File: src/rtl/xms_pkg.sv
package xms_pkg;

    typedef enum logic [2:0] {
        ST_IDLE,
        ST_READ,
        ST_WSETUP,
        ST_WPULSE,
        ST_WHOLD,
        ST_FINISH
    } xms_state_e;

endpackage

File: src/rtl/xms_cfg_reg.sv
module xms_cfg_reg #(
    parameter int CFG_W = 8,
    parameter int STR_W = 3,
    parameter logic [CFG_W-1:0] RST_VAL = 8'h01
) (
    input  logic             clk,
    input  logic             rst_n,
    input  logic             we,
    input  logic [CFG_W-1:0] wdata,
    output logic [CFG_W-1:0] rdata,
    output logic [STR_W-1:0] stretch
);

    logic [CFG_W-1:0] reg_q;

    always_ff @(posedge clk or negedge rst_n) begin
        if (!rst_n) begin
            reg_q <= RST_VAL;
        end else if (we) begin
            reg_q <= wdata;
        end
    end

    assign rdata   = reg_q;
    assign stretch = reg_q[STR_W-1:0];

endmodule

File: src/rtl/xms_width_cnt.sv
module xms_width_cnt #(
    parameter int W = 3
) (
    input  logic         clk,
    input  logic         rst_n,
    input  logic         load,
    input  logic [W-1:0] load_val,
    input  logic         dec,
    output logic         zero
);

    logic [W-1:0] cnt_q;

    always_ff @(posedge clk or negedge rst_n) begin
        if (!rst_n) begin
            cnt_q <= '0;
        end else if (load) begin
            cnt_q <= load_val;
        end else if (dec && (cnt_q != '0)) begin
            cnt_q <= cnt_q - W'(1);
        end
    end

    assign zero = (cnt_q == '0);

endmodule

File: src/rtl/xms_datapath.sv
module xms_datapath #(
    parameter int ADDR_W = 16,
    parameter int DATA_W = 8
) (
    input  logic              clk,
    input  logic              rst_n,
    input  logic              latch_req,
    input  logic [ADDR_W-1:0] req_addr,
    input  logic [DATA_W-1:0] req_wdata,
    input  logic              wdata_en,
    input  logic              rd_capture,
    input  logic [DATA_W-1:0] mem_rdata,
    output logic [ADDR_W-1:0] mem_addr,
    output logic [DATA_W-1:0] mem_wdata,
    output logic [DATA_W-1:0] rd_data
);

    logic [ADDR_W-1:0] addr_q;
    logic [DATA_W-1:0] wdata_q;
    logic [DATA_W-1:0] rdata_q;

    always_ff @(posedge clk or negedge rst_n) begin
        if (!rst_n) begin
            addr_q  <= '0;
            wdata_q <= '0;
        end else if (latch_req) begin
            addr_q  <= req_addr;
            wdata_q <= req_wdata;
        end
    end

    always_ff @(posedge clk or negedge rst_n) begin
        if (!rst_n) begin
            rdata_q <= '0;
        end else if (rd_capture) begin
            rdata_q <= mem_rdata;
        end
    end

    assign mem_addr  = addr_q;
    assign mem_wdata = wdata_en ? wdata_q : '0;
    assign rd_data   = rdata_q;

endmodule

File: src/rtl/xmem_stretch_ctrl.sv
module xmem_stretch_ctrl
    import xms_pkg::*;
#(
    parameter int ADDR_W = 16,
    parameter int DATA_W = 8,
    parameter int CFG_W  = 8,
    parameter int STR_W  = 3,
    parameter logic [CFG_W-1:0] CFG_RST = 8'h01
) (
    input  logic              clk,
    input  logic              rst_n,
    input  logic              cfg_we,
    input  logic [CFG_W-1:0]  cfg_wdata,
    output logic [CFG_W-1:0]  cfg_rdata,
    input  logic              req,
    input  logic              req_wr,
    input  logic [ADDR_W-1:0] req_addr,
    input  logic [DATA_W-1:0] req_wdata,
    output logic              busy,
    output logic [ADDR_W-1:0] mem_addr,
    output logic              mem_addr_vld,
    output logic              mem_rd,
    output logic              mem_wr,
    output logic [DATA_W-1:0] mem_wdata,
    input  logic [DATA_W-1:0] mem_rdata,
    output logic [DATA_W-1:0] rd_data,
    output logic              done
);

    localparam logic [STR_W-1:0] STR_ZERO = '0;
    localparam logic [STR_W-1:0] STR_ONE  = STR_W'(1);

    xms_state_e       state_q, state_d;
    logic [STR_W-1:0] cfg_stretch;
    logic [STR_W-1:0] stretch_q;
    logic             accept;
    logic             cnt_load;
    logic [STR_W-1:0] cnt_load_val;
    logic             cnt_dec;
    logic             cnt_zero;
    logic             rd_capture;
    logic             wdata_en;

    xms_cfg_reg #(
        .CFG_W   (CFG_W),
        .STR_W   (STR_W),
        .RST_VAL (CFG_RST)
    ) u_cfg (
        .clk     (clk),
        .rst_n   (rst_n),
        .we      (cfg_we),
        .wdata   (cfg_wdata),
        .rdata   (cfg_rdata),
        .stretch (cfg_stretch)
    );

    assign accept = (state_q == ST_IDLE) && req;

    // stretch frozen for the whole cycle
    always_ff @(posedge clk or negedge rst_n) begin
        if (!rst_n) begin
            stretch_q <= STR_ONE;
        end else if (accept) begin
            stretch_q <= cfg_stretch;
        end
    end

    // state register
    always_ff @(posedge clk or negedge rst_n) begin
        if (!rst_n) begin
            state_q <= ST_IDLE;
        end else begin
            state_q <= state_d;
        end
    end

    // next state
    always_comb begin
        state_d = state_q;
        unique case (state_q)
            ST_IDLE: begin
                if (req) begin
                    state_d = req_wr ? ST_WSETUP : ST_READ;
                end
            end
            ST_READ: begin
                if (cnt_zero) state_d = ST_FINISH;
            end
            ST_WSETUP: state_d = ST_WPULSE;
            ST_WPULSE: begin
                if (cnt_zero) begin
                    state_d = (stretch_q == STR_ZERO) ? ST_FINISH : ST_WHOLD;
                end
            end
            ST_WHOLD:  state_d = ST_FINISH;
            ST_FINISH: state_d = ST_IDLE;
            default:   state_d = ST_IDLE;
        endcase
    end

    // outputs and counter control
    always_comb begin
        busy         = 1'b1;
        mem_addr_vld = 1'b0;
        mem_rd       = 1'b0;
        mem_wr       = 1'b0;
        done         = 1'b0;
        wdata_en     = 1'b0;
        rd_capture   = 1'b0;
        cnt_load     = 1'b0;
        cnt_load_val = STR_ZERO;
        cnt_dec      = 1'b0;
        unique case (state_q)
            ST_IDLE: begin
                busy         = 1'b0;
                cnt_load     = req && !req_wr;
                cnt_load_val = cfg_stretch;
            end
            ST_READ: begin
                mem_addr_vld = 1'b1;
                mem_rd       = 1'b1;
                cnt_dec      = 1'b1;
                rd_capture   = cnt_zero;
            end
            ST_WSETUP: begin
                mem_addr_vld = 1'b1;
                wdata_en     = 1'b1;
                cnt_load     = 1'b1;
                cnt_load_val = (stretch_q == STR_ZERO) ? STR_ZERO
                                                       : stretch_q - STR_ONE;
            end
            ST_WPULSE: begin
                mem_addr_vld = 1'b1;
                mem_wr       = 1'b1;
                wdata_en     = 1'b1;
                cnt_dec      = 1'b1;
            end
            ST_WHOLD: begin
                mem_addr_vld = 1'b1;
                wdata_en     = 1'b1;
            end
            ST_FINISH: begin
                done = 1'b1;
            end
            default: begin
                busy = 1'b0;
            end
        endcase
    end

    xms_width_cnt #(
        .W (STR_W)
    ) u_cnt (
        .clk      (clk),
        .rst_n    (rst_n),
        .load     (cnt_load),
        .load_val (cnt_load_val),
        .dec      (cnt_dec),
        .zero     (cnt_zero)
    );

    xms_datapath #(
        .ADDR_W (ADDR_W),
        .DATA_W (DATA_W)
    ) u_dp (
        .clk        (clk),
        .rst_n      (rst_n),
        .latch_req  (accept),
        .req_addr   (req_addr),
        .req_wdata  (req_wdata),
        .wdata_en   (wdata_en),
        .rd_capture (rd_capture),
        .mem_rdata  (mem_rdata),
        .mem_addr   (mem_addr),
        .mem_wdata  (mem_wdata),
        .rd_data    (rd_data)
    );

endmodule

File: config.mk
export PLATFORM = sky130hd
export DESIGN_NAME = xmem_stretch_ctrl
export DESIGN_NICKNAME = d
export VERILOG_FILES = /design/src/rtl/xms_pkg.sv /design/src/rtl/xms_cfg_reg.sv /design/src/rtl/xms_width_cnt.sv /design/src/rtl/xms_datapath.sv /design/src/rtl/xmem_stretch_ctrl.sv
export SDC_FILE = /design/constraint.sdc
export NUM_CORES = 1
export LEC_CHECK = 0
export CORE_MARGIN = 2
export CORE_UTILIZATION = 55
export DETAILED_ROUTE_END_ITERATION = 7
export DONT_BUFFER_PORTS = 1
export MAX_ROUTING_LAYER = met4
export PLACE_DENSITY_LB_ADDON = 0.25
export SLEW_MARGIN = 0
export SYNTH_ARGS = -nofsm -noshare
export SYNTH_HDL_FRONTEND = slang
export SYNTH_SLANG_ARGS = --single-unit
File: constraint.sdc
create_clock -name clk -period 2.2 [get_ports clk]
set_clock_uncertainty 0.05 [all_clocks]
set_input_delay 0.66 -clock clk [delete_from_list [all_inputs] [get_ports clk]]
set_output_delay 0.66 -clock clk [all_outputs]
set_load 0.005 [all_outputs]
# Word-level counts from Yosys, hierarchy flattened
# Cells that the tools add are included.
# totals
ff_bits,49
inputBits,45
output_inout_bits,45
elab_cells,51
# op_classes
n_addsub,2
n_eq_ne,8
mux,20
reduce_logical,14
# ops
cell,count
two-way mux 3 bit,6
case mux 3 bit (5 select lines),1
logical NOT 3 bit,3
two-way mux 1 bit,9
two-way mux 8 bit,1
"== test 3 x 2 -> 1 bit, second input constant",2
"== test 3 bit, second input constant",2
"inequality test 2 bit, second input constant",3
case mux 3 bit (2 select lines),1
"subtractor 3 x 1 -> 3 bit, second input constant",2
OR reduction 5 bit,1
OR reduction 4 bit,1
"== test 3 x 1 -> 1 bit, second input constant",1
logical AND 1 bit,3
AND reduction 3 bit,1
nonzero test 3 bit,1
OR reduction 3 bit,1
two-way mux 2 bit,1
case mux 1 bit (2 select lines),1
nonzero test 2 bit,1
OR reduction 2 bit,1
logical NOT 1 bit,1

# Depth between registers and ports, before layout
# Gate-level depths: netlist of run 1.
# logic_depth
ltp_word,6
ltp_mapped,6
ltp_nobuf,6

# Cells and area by module
# Synthesis of run 1 repeated with hierarchy kept, for this count alone.
# hier_totals
cells_unflattened,165
hier_area_um2,2391.0
# modules_own_cells
mod,instances,cells_each,area_per_inst_um2,seq_area_each_um2
xms_datapath,1,76,1342.5,800.8
xmem_stretch_ctrl,1,50,485.5,151.4
xms_cfg_reg,1,20,355.3,201.4
xms_width_cnt,1,19,207.7,75.1

# Worst setup path before layout of run 1
# No wires, ideal clock.
# synth_timing
kind,register to output
from,register state_q[1]
to,output port mem_wdata[0]
t_arrival_ns,1.064
t_required_ns,1.490
setup_slack_ns,0.426
stages_incl_launch_ff,6
path_buffers,1
cell_sequence,dfrtp_1 -> buf_2 -> nor2_1 -> nand2_1 -> o21a_1 -> nor2b_1
# synth_between
elab_chain_cells,4
elab_cells_between_ends,6
classes_between,3 x eq/ne; 2 x mux; 1 x reduce/logical
# synth_lines
element,line,source
from (decl),xmem_stretch_ctrl.sv:33,"xms_state_e state_q, state_d;"
from (signal assigned),xmem_stretch_ctrl.sv:73,state_q <= state_d;
== test 3 x 2 -> 1 bit / == test 3 bit (equally long branches),xmem_stretch_ctrl.sv:113,unique case (state_q)
OR reduction 3 bit (no source line) (*),-,
two-way mux 1 bit (*),xmem_stretch_ctrl.sv:113,
two-way mux 8 bit (*),xms_datapath.sv:41,assign mem_wdata = wdata_en ? wdata_q : '0;
to (decl),xmem_stretch_ctrl.sv:24,"output logic [DATA_W-1:0] mem_wdata,"
# Every way passes the cells marked *; elsewhere a longest branch is shown, timed or not.

# Final worst setup path of run 1
# layout_timing
from,register state_q[0]
to,output port mem_wdata[5]
# Same word-level chain as after synthesis.

==> results of run 1 <==
-- cell families (layout without fill, tap and decap cells) --
family | after synthesis | in the layout | share of synthesized area, %
simple gates | 37 | 37 | 11.0
fa+ha+maj | 4 | 4 | 2.29
flops | 49 | 49 | 56.2
mux | 44 | 44 | 22.6
compound gates | 15 | 15 | 4.58
xor+xnor | 1 | 1 | 0.401
buf+inv | 11 | 14 | 2.97
-- worst paths after layout --
check / start / endpoint / slack [ps]
max in group asynchronous: rst_n / state_q[1] / 1720
max: state_q[0] / mem_wdata[5] / 110
min in group clk: u_dp.wdata_q[7] / u_dp.wdata_q[7] / 450
min reg2reg: u_dp.wdata_q[7] / u_dp.wdata_q[7] / 450
max reg2reg: u_cnt.cnt_q[0] / u_dp.rd_data[4] / 270
min: rst_n / u_cfg.rdata[0] / 160
-- cell type report --
| type | count | share of cell area (%) |
|---|---|---|
| Sequential cell | 49 | 52.7 |
| Inverter | 5 | 0.804 |
| Multi-Input combinational cell | 101 | 38.4 |
| Clock buffer | 5 | 2.95 |
| Tap cell | 48 | 2.57 |
| Clock inverter | 1 | 0.214 |
| Timing Repair Buffer | 3 | 2.36 |
-- stage by stage --
| stage | setup WS, ps | cell area (µm²) | utilization (%) | hold slack (ps) |
|---|---|---|---|---|
| after floorplan | 426 | 2190 | - | 314 |
| after detailed placement | 289 | 2230 | 59.5 | 315 |
| after CTS | 34.1 | 2330 | 62.3 | 142 |
| final | 111 | 2330 | 62.4 | 155 |
| after global routing | 15.8 | 2330 | 62.4 | 133 |
| after global placement | 345 | 2230 | 59.5 | 315 |
-- what timing repair did --
action                                  4_1_cts  5_1_grt
hold endpoints to repair                     47        0
endpoints found under the setup margin        1        8
hold buffers                                  1        0
resized for setup                             1        2
pin swaps                                     0        0
setup buffers                                 0        0
-- sequential cells by signal (all words and copies together), names as in the netlist --
name and cells:
state_q 3, stretch_q 3, u_cfg.rdata 8, u_cnt.cnt_q 3, u_dp.mem_addr 16, u_dp.rd_data 8
u_dp.wdata_q 8
-- report_power, final --
part | internal (µW) | switching, µW | total (µW)
clock | 209 | 250 | 459
sequential | 1300 | 304 | 1610
combinational | 505 | 414 | 919
total | 2020 | 968 | 2980
-- worst reg2reg max path, stage by stage, from the launching register on --
cell                       delay [ps]
sky130_fd_sc_hd__dfrtp_1          400
sky130_fd_sc_hd__inv_1             90
sky130_fd_sc_hd__ha_1             250
sky130_fd_sc_hd__nand2b_4          90
sky130_fd_sc_hd__nor4b_4          530
sky130_fd_sc_hd__mux2_2           400
-- layout by cell type, fill, tap and decap left out, types with 3 or more instances in the layout --
master / n
sky130_fd_sc_hd__a21oi_1: 4
sky130_fd_sc_hd__clkbuf_8: 5
sky130_fd_sc_hd__dfrtp_1: 46
sky130_fd_sc_hd__ha_1: 4
sky130_fd_sc_hd__inv_1: 5
sky130_fd_sc_hd__mux2_1: 18
sky130_fd_sc_hd__mux2_2: 25
sky130_fd_sc_hd__nand2_1: 3
sky130_fd_sc_hd__nor2_1: 5
sky130_fd_sc_hd__nor2b_1: 11
sky130_fd_sc_hd__nor3_1: 4
sky130_fd_sc_hd__o21ai_0: 3
-- layer usage --
layer / wire length, µm / GRT usage, %
met2: 1970 / 29.8
met4: 29 / 4.59
met5: 0 / -
met3: 325 / 7.43
met1: 1610 / 23.5
==> run summary, run 1 <==
The run finished with clean final reports. The cell accounting for the most synthesized area is sky130_fd_sc_hd__dfrtp_1. The number of antenna diodes in the final layout is 0. After synthesis, the mean cell area works out to approximately 14 µm².

In the synthesized netlist the dominant register cell turns out to be sky130_fd_sc_hd__dfrtp_1. The type of element launching the critical path is a register. Setup violations remaining at the end of the flow were counted as 0. Yosys printed 0 warnings.

The final-layout fill cell count is 316. For this design, the sink count on the clock tree is 49. The critical path in this run is classified as reg2out. The maximum vdd ir drop came out at approximately 0.74 mV. The critical path goes through nor2_1 > nand2_1 > o21a_2 > nor2b_1.

By area the synthesized netlist is led by sky130_fd_sc_hd__dfrtp_1, sky130_fd_sc_hd__mux2_2, sky130_fd_sc_hd__mux2_1. Buffers placed on the I/O ports in this run total 0. The number of global-route vias before repair came out at 1305. The most frequently used cell type in the post-synthesis netlist is sky130_fd_sc_hd__dfrtp_1. Summing all flip-flop and latch instances after layout gives roughly 1200 µm².

Setup repair after global routing left no endpoint under its margin. The buffer cell driving the clock tree root is sky130_fd_sc_hd__clkbuf_8. The per-cell via count in the routed design came out at 5.89. In the final layout, the multi-input gates occupy 897 µm².

The number of distinct library cell variants in the gate-level netlist after synthesis is 34. The last weighted congestion value of the routability-driven placer came out at 0.935. The half-perimeter wire length after placement is 2.86 mm.

After synthesis, the most frequently instantiated cells are sky130_fd_sc_hd__dfrtp_1, sky130_fd_sc_hd__mux2_2, sky130_fd_sc_hd__mux2_1, sky130_fd_sc_hd__nor2b_1. Once the floorplan was initialized, standard cells occupied 58.4% of the core. The max-capacitance violation count is 0.

The first-pass GRT wire length came out at between 6 and 7 mm. The post-layout net count is 214. The worst setup path is captured at an output pin. The area of the mapped netlist came out at about 2200 µm². Row generation in the floorplan step produced 22 rows. The power density over cell area is 1280 nW/µm².

The number of slew-limit violations in the final report came out at 0. From synthesis to final layout, the design area changed by 6.75%. The flop and latch count out of synthesis is between 40 and 50.

Counting tap cells, the placed design contains a total of roughly 210 instances. The area of the placeable core came out at 3740 µm². The proportion of layout cells with a drive suffix above 1 is around 27%.

The floorplan step set the die height to 67.1 µm. The post-route minimum period is 2090 ps. Counting every net in the synthesized netlist gives 210. The post-detailed-route count of antenna-violating nets is 0. The highest clock rate came out at 479 MHz. The pin count of the biggest net entering global routing is between 40 and 50. The slowest stage of the critical path belongs to the cell sky130_fd_sc_hd__dfrtp_1. The share of the synthesized area in the top cell type is about 54%.

The share of the clock period used by the worst path came out at between 90% and 100%. The number of gates on the worst path with buffers counted came out at 4. The number of cells on the worst reg-to-reg path is 5. The required time of the critical path is 1490 ps.

The die covers 4500 µm². In this run the deepest clock path goes through 2 buffers. The initial antenna violation count came to 0. The latest clock arrival within the worst-skew pair came out at 290 ps. After detailed routing, the total wire length is roughly 3.9 mm. Dividing the detail-routed wire length by the instance count gives 18.6 µm.

The clock tree from TritonCTS is done. After synthesis, the share of flip-flops with an asynchronous set or reset is 100%. The iteration count of the initial detailed-routing pass is 4. The worst hold path belongs to the class in2async. The synthesized design contains 0 enable-type register cells. In the final timing run, aggregate negative setup slack is 0 ps. The clock-pin transition on the worst setup and hold timing paths came out at 80 ps. Headroom to the max-slew limit came out at between 60% and 70%. The largest fanout on the critical path came out at 9. The all-layer global routing usage is 19.1%. The overall die width is 67.1 µm. Global routing finished with a remaining overflow of 0.

For the worst setup path, the data arrival time is between 1000 and 1500 ps. The final hold violation count came out at 0. In the routed design, unresolved DRC markers number 0.

The CTS H-tree depth came out at 2. The via count of the routed design came out at 1248. The pin slew with the least headroom to its limit came out at ~540 ps. The first routing iteration left 68 violations.

The power consumption came out at 2980 µW. The kind of cell with the highest combined delay along the critical path is flip-flops. Of the synthesized area, sequential elements account for 56.2%. The leakage power came out at between 0.0009 and 0.001 µW. The final standard cell count with taps included and fillers excluded is 212. The I/O pin count came out at 90. The cell count after synthesis is between 150 and 200.

The TritonCTS buffer count came out at 5. Together, buffers and inverters on the worst path number 0. The delay of the slowest critical-path stage is 470 ps.
Note: power is estimated with default switching activity, not from simulation.
==> run 2: changes to the inputs <==
Settings changed: RECOVER_POWER set to 25.
Clock period 2.2 ns to 2 ns, I/O delays scaled along.
==> run 2 against run 1 <==
Effect of this change:
- sequential share of layout area down 2.4 points
- cell count up 4.2%
- sequential cell count unchanged
- hold slack worse by 73 ps
- first-iteration DRC count down 19%
- global-route usage up 0.28 points
- clock power up 35%
- combinational power up 26%
- critical path type unchanged
- critical endpoint is now mem_wdata[1]
- largest power group unchanged
==> run summary, run 2 (synthesized netlist as in run 1, its figures left out) <==
The per-cell via count in the routed design came out at 5.73. The routed layout has around 1300 vias. On the final layout, the worst hold slack is 81.8 ps. The data arrival time of the worst path is 1320 ps. The CTS H-tree depth came out at 2. The starting DRC count in detailed routing came out at 55. Setup repair after global routing could not meet its margin everywhere. The half-perimeter wire length after placement is 2.87 mm. The final hold violation count is 0. Of the available clock period, the critical path in the final layout requires 98.4%. The first-pass GRT wire length came out at 6.18 mm. The detail route stage leaves a number of antenna-violating nets equal to 0. The detailed-route wire length per cell came out at between 15 and 20 µm.

The largest fanout on the critical path came out at 8. The maximum vdd ir drop came out at approximately 0.85 mV. The last weighted congestion value of the routability-driven placer is 0.826.

The max-capacitance violation count is 0. The pin slew with the least headroom to its limit came out at between 1000 and 1500 ps. The die covers ~4500 µm². The worst setup path is captured at an output pin. For this design, the slowest cell found on the critical path is sky130_fd_sc_hd__dfrtp_2. At the end of the flow the core is filled with cells to 65.4%. The area of the placeable core came out at ~3700 µm². The post-layout net count is 221.

TritonCTS built the clock tree. The post-route setup TNS came out at 0 ps. Clock tree synthesis found a total of between 40 and 50 sinks. The proportion of layout cells with a drive suffix above 1 is 37.6%.

The number of global-route vias before repair was 1370. The latest clock arrival within the worst-skew pair is 300 ps. The critical path start-end classification is reg2out. The height of the die is between 60 and 70 µm. The minimum setup slack among reg-to-reg paths came out at approximately 180 ps. The initial antenna violation count came out at 0. The all-layer global routing usage is 19.4%. The end of the worst register-to-register path is u_dp.rd_data[7].

Measured in cells, the most critical reg-to-reg path has a length of 6. The number of slew-limit violations in the final report is 0. Entering global routing, the biggest net connects 48 pins. For this run, the detailed router's first-pass iteration total came to 4.

The number of port buffers came out at 0. Once the floorplan was initialized, standard cells occupied 58.4% of the core. The TritonCTS buffer count is 5. The flow ran to the end, and the final reports show no timing, DRC or antenna violations. The I/O pin count is 90. The floorplan step set the die width to between 60 and 70 µm. The post-route minimum period is 1970 ps. CTS placed an instance of sky130_fd_sc_hd__clkbuf_8 at the clock tree root. Across the whole layout, storage elements account for 1230 µm². The row count came out at 22. The area of combinational cells with multiple inputs is 951 µm².

Measured against its own limit, the worst slew margin works out to 26.1%. The path class of the tightest hold or removal check is in2async. Derived from the worst setup path, the maximum achievable clock frequency is 508 MHz.

The maximum buffer depth of the clock tree came out at 2. The leading cell type in the layout, fill and taps excluded is sky130_fd_sc_hd__dfrtp_1. The leakage power is between 0.001 and 0.0015 µW. The final-layout fill cell count came out at between 200 and 300. Power spread over the standard cell area amounts to roughly 1500 nW/µm². The worst setup path is launched from a register. The routed design has between 4 and 5 mm of wire. The number of setup violations in the final report came out at 0. The number of flip-flops under the largest register name came out at 16. Traced cell by cell, the critical path runs through nor2_4 > nand2_2 > o21a_4 > nor2b_2. The clock-pin transition on the worst setup and hold timing paths came out at 80 ps. Counting buffers and inverters, the worst setup path is 4 cells deep. The residual DRC count is 0. The library cells used most frequently in the layout, excluding fill and tap cells, are sky130_fd_sc_hd__dfrtp_1, sky130_fd_sc_hd__mux2_2, sky130_fd_sc_hd__mux2_1.

The buffers plus inverters on the worst setup path is 0. The required time of the critical path came out at about 1400 ps. The startpoint of the worst-slack reg-to-reg timing path is u_cnt.cnt_q[0].

The number of antenna diodes in the final layout is 0. The aggregate global routing overflow came out at 0. In this design, the largest share of critical-path delay is due to flip-flops.

The layout overhead on the synthesized area is 11.9%. The delay of the slowest critical-path stage came out at 470 ps.
==> run 2: cell count changes in the layout (fill, tap and decap cells not counted), sizes merged <==
cell    before  now
buf          3    9
clkbuf       5    8
==> run 2: layout make-up <==
type                    instances  area share (%)
repair buffers                 10            3.48
multi-input cells             101            38.9
flip-flops and latches         49            50.3
inverters                       5           0.767
clock inverters                 1           0.204
clock buffers                   7            3.94
well taps                      48            2.45
==> run 2: metrics by stage <==
stage                     area, µm²  setup WS (ps)  total power [µW]  instances
after CTS                      2390        -0.0109              3480        216
after global placement         2240            250              2700        206
after floorplan                2190            266              2550        161
final                          2450           32.9              3550        221
after detailed placement       2240            200              2800        206
after global routing           2450          -28.5              3770        221
==> run 2: worst reg2reg max path, delay by kind of cell, from the launching register on <==
kind	cells	cell delay [ps]
adders and majority gates	1	250
and+or+nand+nor	2	360
buffers and inverters	2	300
muxes	1	350
DFF	1	390
==> run 2: where the power goes <==
part / total (µW) / internal, µW / switching (µW)
Clock: 618 / 313 / 306
Sequential: 1770 / 1430 / 340
Combinational: 1160 / 641 / 516
==> run 2: timing repair <==
action                                  4_1_cts  5_1_grt
buffers inserted                              1        5
endpoints found under the hold margin        47        0
endpoints found under the setup margin        8        8
hold buffers                                  1        0
cloned                                        0        0
resized for setup                             6       14
pin swaps                                     0        1
==> run 2: metal layers <==
layer  up-vias  global-route usage (%)  part of all wire [%]
met4         0                    9.95                   1.8
met1       630                    21.7                    39
met3         9                    5.74                   6.9
li1        575                       -                     -
met2        52                    31.4                    52
met5         -                       -                     0
==> run 2: worst max-delay path by stage <==
stage	slack, ps	start	to
global placement	250	state_q[0]	mem_wdata[6]
detailed placement	200	u_cnt.cnt_q[0]	u_dp.rd_data[7]
floorplan	270	u_cnt.cnt_q[0]	u_dp.rd_data[0]
global route	-30	state_q[0]	mem_wdata[4]
CTS	-0.01	state_q[0]	mem_wdata[2]
finish	30	state_q[0]	mem_wdata[1]
==> run 3: changes to the inputs <==
Settings changed: CORE_MARGIN 2 to 4, SKIP_CTS_REPAIR_TIMING set to 1.
==> run 3 against run 2 <==
Effect of this change:
- combinational power about the same
- first-iteration DRC count increased by 24%
- global-route usage decreased by 1.4 points
- register-to-register slack improved by 20 ps
- clock power decreased by 9.1%
- die area increased by 12%
- setup slack improved by 24 ps
- sequential cell count unchanged
- cell count decreased by 1.8%
- wire length increased by 7.1%
==> run summary, run 3 (synthesized netlist as in run 1, its figures left out) <==
The initial antenna violation count came out at 0. The register with the most flip-flops in the layout has 16 of them. The last weighted congestion value of the routability-driven placer is 0.811. The total placed cells including tap cells came out at between 200 and 250. Per report_power, the clock group accounts for 16.1% of the total.

The floorplan has 22 rows. The all-layer global routing usage is 17.9%. The pin count of the biggest net entering global routing is 50. The portion of total power attributed to sequential cells came out at between 50% and 60%. Summing all multi-input logic gate instances after layout gives 945 µm². The total wire length came out at 4.40 mm.

The clock-pin transition on the worst setup and hold timing paths came out at 80 ps. In this run the clock root is driven by a sky130_fd_sc_hd__clkbuf_8. The clock net in this run drives a total of slightly below 50 sinks. The CTS H-tree depth came out at 2. The number of cells on the worst reg-to-reg path is 6. The final hold violation count came out at 0. The power share of the combinational group is between 30% and 40%.

The count of cells in the finished layout, fillers not included, comes to between 200 and 250. TritonCTS built the clock tree. The critical path is of the reg2out type. 0 antenna diodes ended up in the layout. Compared with the post-synthesis result, the final layout area differs by 9.95%.

The latest clock arrival within the worst-skew pair came out at 290 ps. The maximum buffer depth of the clock tree is 2. The type of element launching the critical path is a register. The iteration count of the initial detailed-routing pass came out at 4. The detailed-route wire length per cell came out at between 20 and 25 µm. The internal power of the cells is 2330 µW.

OpenSTA, run right after detailed placement, puts the worst setup slack at 204 ps. From bottom edge to top edge, the die measures ~71 µm. The slack of the critical path is 57.1 ps. For the finished layout, the period the worst path requires is around 1900 ps. The final-layout fill cell count came out at 294. The flow ran to the end, and the final reports show no timing, DRC or antenna violations.

The power consumption is 3480 µW. Leaving out fill and tap cells, the most frequent cell in the layout is sky130_fd_sc_hd__dfrtp_1. The number of port buffers is 0. The largest fanout on the critical path came out at 8. In this run the critical register-to-register path is launched from u_cnt.cnt_q[0]. The TritonCTS buffer count is 5. The most critical setup path has its startpoint at state_q[0]. The starting utilization of the core area is 58.4%. The number of global-route vias before repair was 1415. The residual DRC count is 0.

The data arrival time of the worst path is 1290 ps. Setup violations remaining at the end of the flow were counted as 0. The post-route netlist has 35.5% of its cells at a drive strength greater than 1. The area of the die is 5050 µm². Dividing the final minimum period by the clock period gives between 90 and 100%. In this run, the number of DRC markers left after iteration 0 of detailed routing was 68. The worst max-slew margin expressed relative to the limit came out at between 20% and 30%.

The overall die width came out at 71.1 µm. The per-cell via count in the routed design came out at 5.89. For the worst setup path, the data required time is around 1400 ps. For this run the aggregate overflow at the end of global routing stands at 0. The analysis attributes to cell leakage a power of 0.00102 µW. At the pin with the least slew margin, the transition time is 1120 ps. Leaving out fill and tap cells, the most frequent cells in the layout are sky130_fd_sc_hd__dfrtp_1, sky130_fd_sc_hd__mux2_2, sky130_fd_sc_hd__mux2_1.

Summing all flip-flop and latch instances after layout gives approximately 1200 µm². Detailed placement ended at an HPWL of between 3 and 4 mm. VDD sags by at most 0.650 mV. The number of slew-limit violations in the final report is 0. The floorplan step defined a core boundary enclosing 3740 µm². The analysis attributes to net switching a power of between 1000 and 1500 µW. The via count of the routed design came out at 1279.

The max-capacitance violation count came out at 0. The path class of the tightest hold or removal check is in2async. The I/O pin count is 90. STA classifies the critical path endpoint as an output pin.

In this run the remaining antenna-violating nets after routing total 0. Net switching is between 30% and 40% of the power. The highest clock rate is 515 MHz. The post-layout net count came out at between 200 and 250.

The setup check on the worst reg-to-reg path leaves a slack of 200 ps. The power density over cell area came out at 1450 nW/µm². The first-pass GRT wire length is slightly below 7 mm.
-- run 3: cell types whose count changed in the layout (fill, tap and decap cells not counted) --
| cell | delta |
|---|---|
| sky130_fd_sc_hd__buf_4 | -3 |
| sky130_fd_sc_hd__nor2b_2 | +2 |
| sky130_fd_sc_hd__nor2b_4 | -2 |
| sky130_fd_sc_hd__clkbuf_1 | +1 |
| sky130_fd_sc_hd__clkbuf_8 | -1 |
| sky130_fd_sc_hd__clkinv_2 | -1 |
| sky130_fd_sc_hd__dfrtp_1 | -1 |
| sky130_fd_sc_hd__dfrtp_2 | +1 |
| sky130_fd_sc_hd__nand2_1 | +1 |
| sky130_fd_sc_hd__nand2_2 | -1 |
| sky130_fd_sc_hd__nor3_2 | -1 |
| sky130_fd_sc_hd__nor3_4 | +1 |
-- run 3: metrics by stage --
| step | util (%) | TNS (ps) | hold slack (ps) | cell area (µm²) |
|---|---|---|---|---|
| floorplan | - | 0 | 254 | 2190 |
| global placement | 59.7 | 0 | 255 | 2240 |
| detailed placement | 59.7 | 0 | 256 | 2240 |
| CTS | 62.0 | -646 | -65.3 | 2320 |
| global route | 64.2 | -143 | 68.5 | 2400 |
| finish | 64.2 | 0 | 94.8 | 2400 |
-- run 3: worst paths after layout --
| kind | endpoint |
|---|---|
| setup reg to reg | u_dp.rd_data[5] |
| hold / removal | stretch_q[0] |
| min in group clk | u_dp.mem_addr[0] |
| max in group asynchronous | state_q[0] |
| hold reg to reg | u_dp.wdata_q[7] |
| setup / recovery | mem_wdata[4] |
-- run 3: area by class of cell --
class,count,share of cell area (%)
clock buffers,7,3.59
inverters,5,0.780
multi-input cells,101,39.3
well taps,48,2.50
flip-flops and latches,49,51.2
repair buffers,7,2.60
-- run 3: per-layer routing --
metal	wire length (µm)	vias up	share of wire (%)	global-route usage (%)
met5	0	-	0	-
met1	1690	651	38	19.9
met4	37	0	0.84	3.76
met2	2340	55	53	30.1
met3	332	5	7.6	7.81
li1	-	568	-	-
-- run 3: power by group through the flow --
stage	registers [µW]	logic (µW)	clock network [µW]
6_report	1790	1130	562
5_1_grt	1860	1260	632
4_1_cts	1790	1030	580
3_5_place_dp	1800	1030	0
3_3_place_gp	1770	949	0
2_1_floorplan	1660	883	0
-- run 3: critical path: stages, from the launching register on --
cell	delay, ps
sky130_fd_sc_hd__dfrtp_2	450
sky130_fd_sc_hd__nor2_4	120
sky130_fd_sc_hd__nand2_1	80
sky130_fd_sc_hd__o21a_4	200
sky130_fd_sc_hd__nor2b_2	150
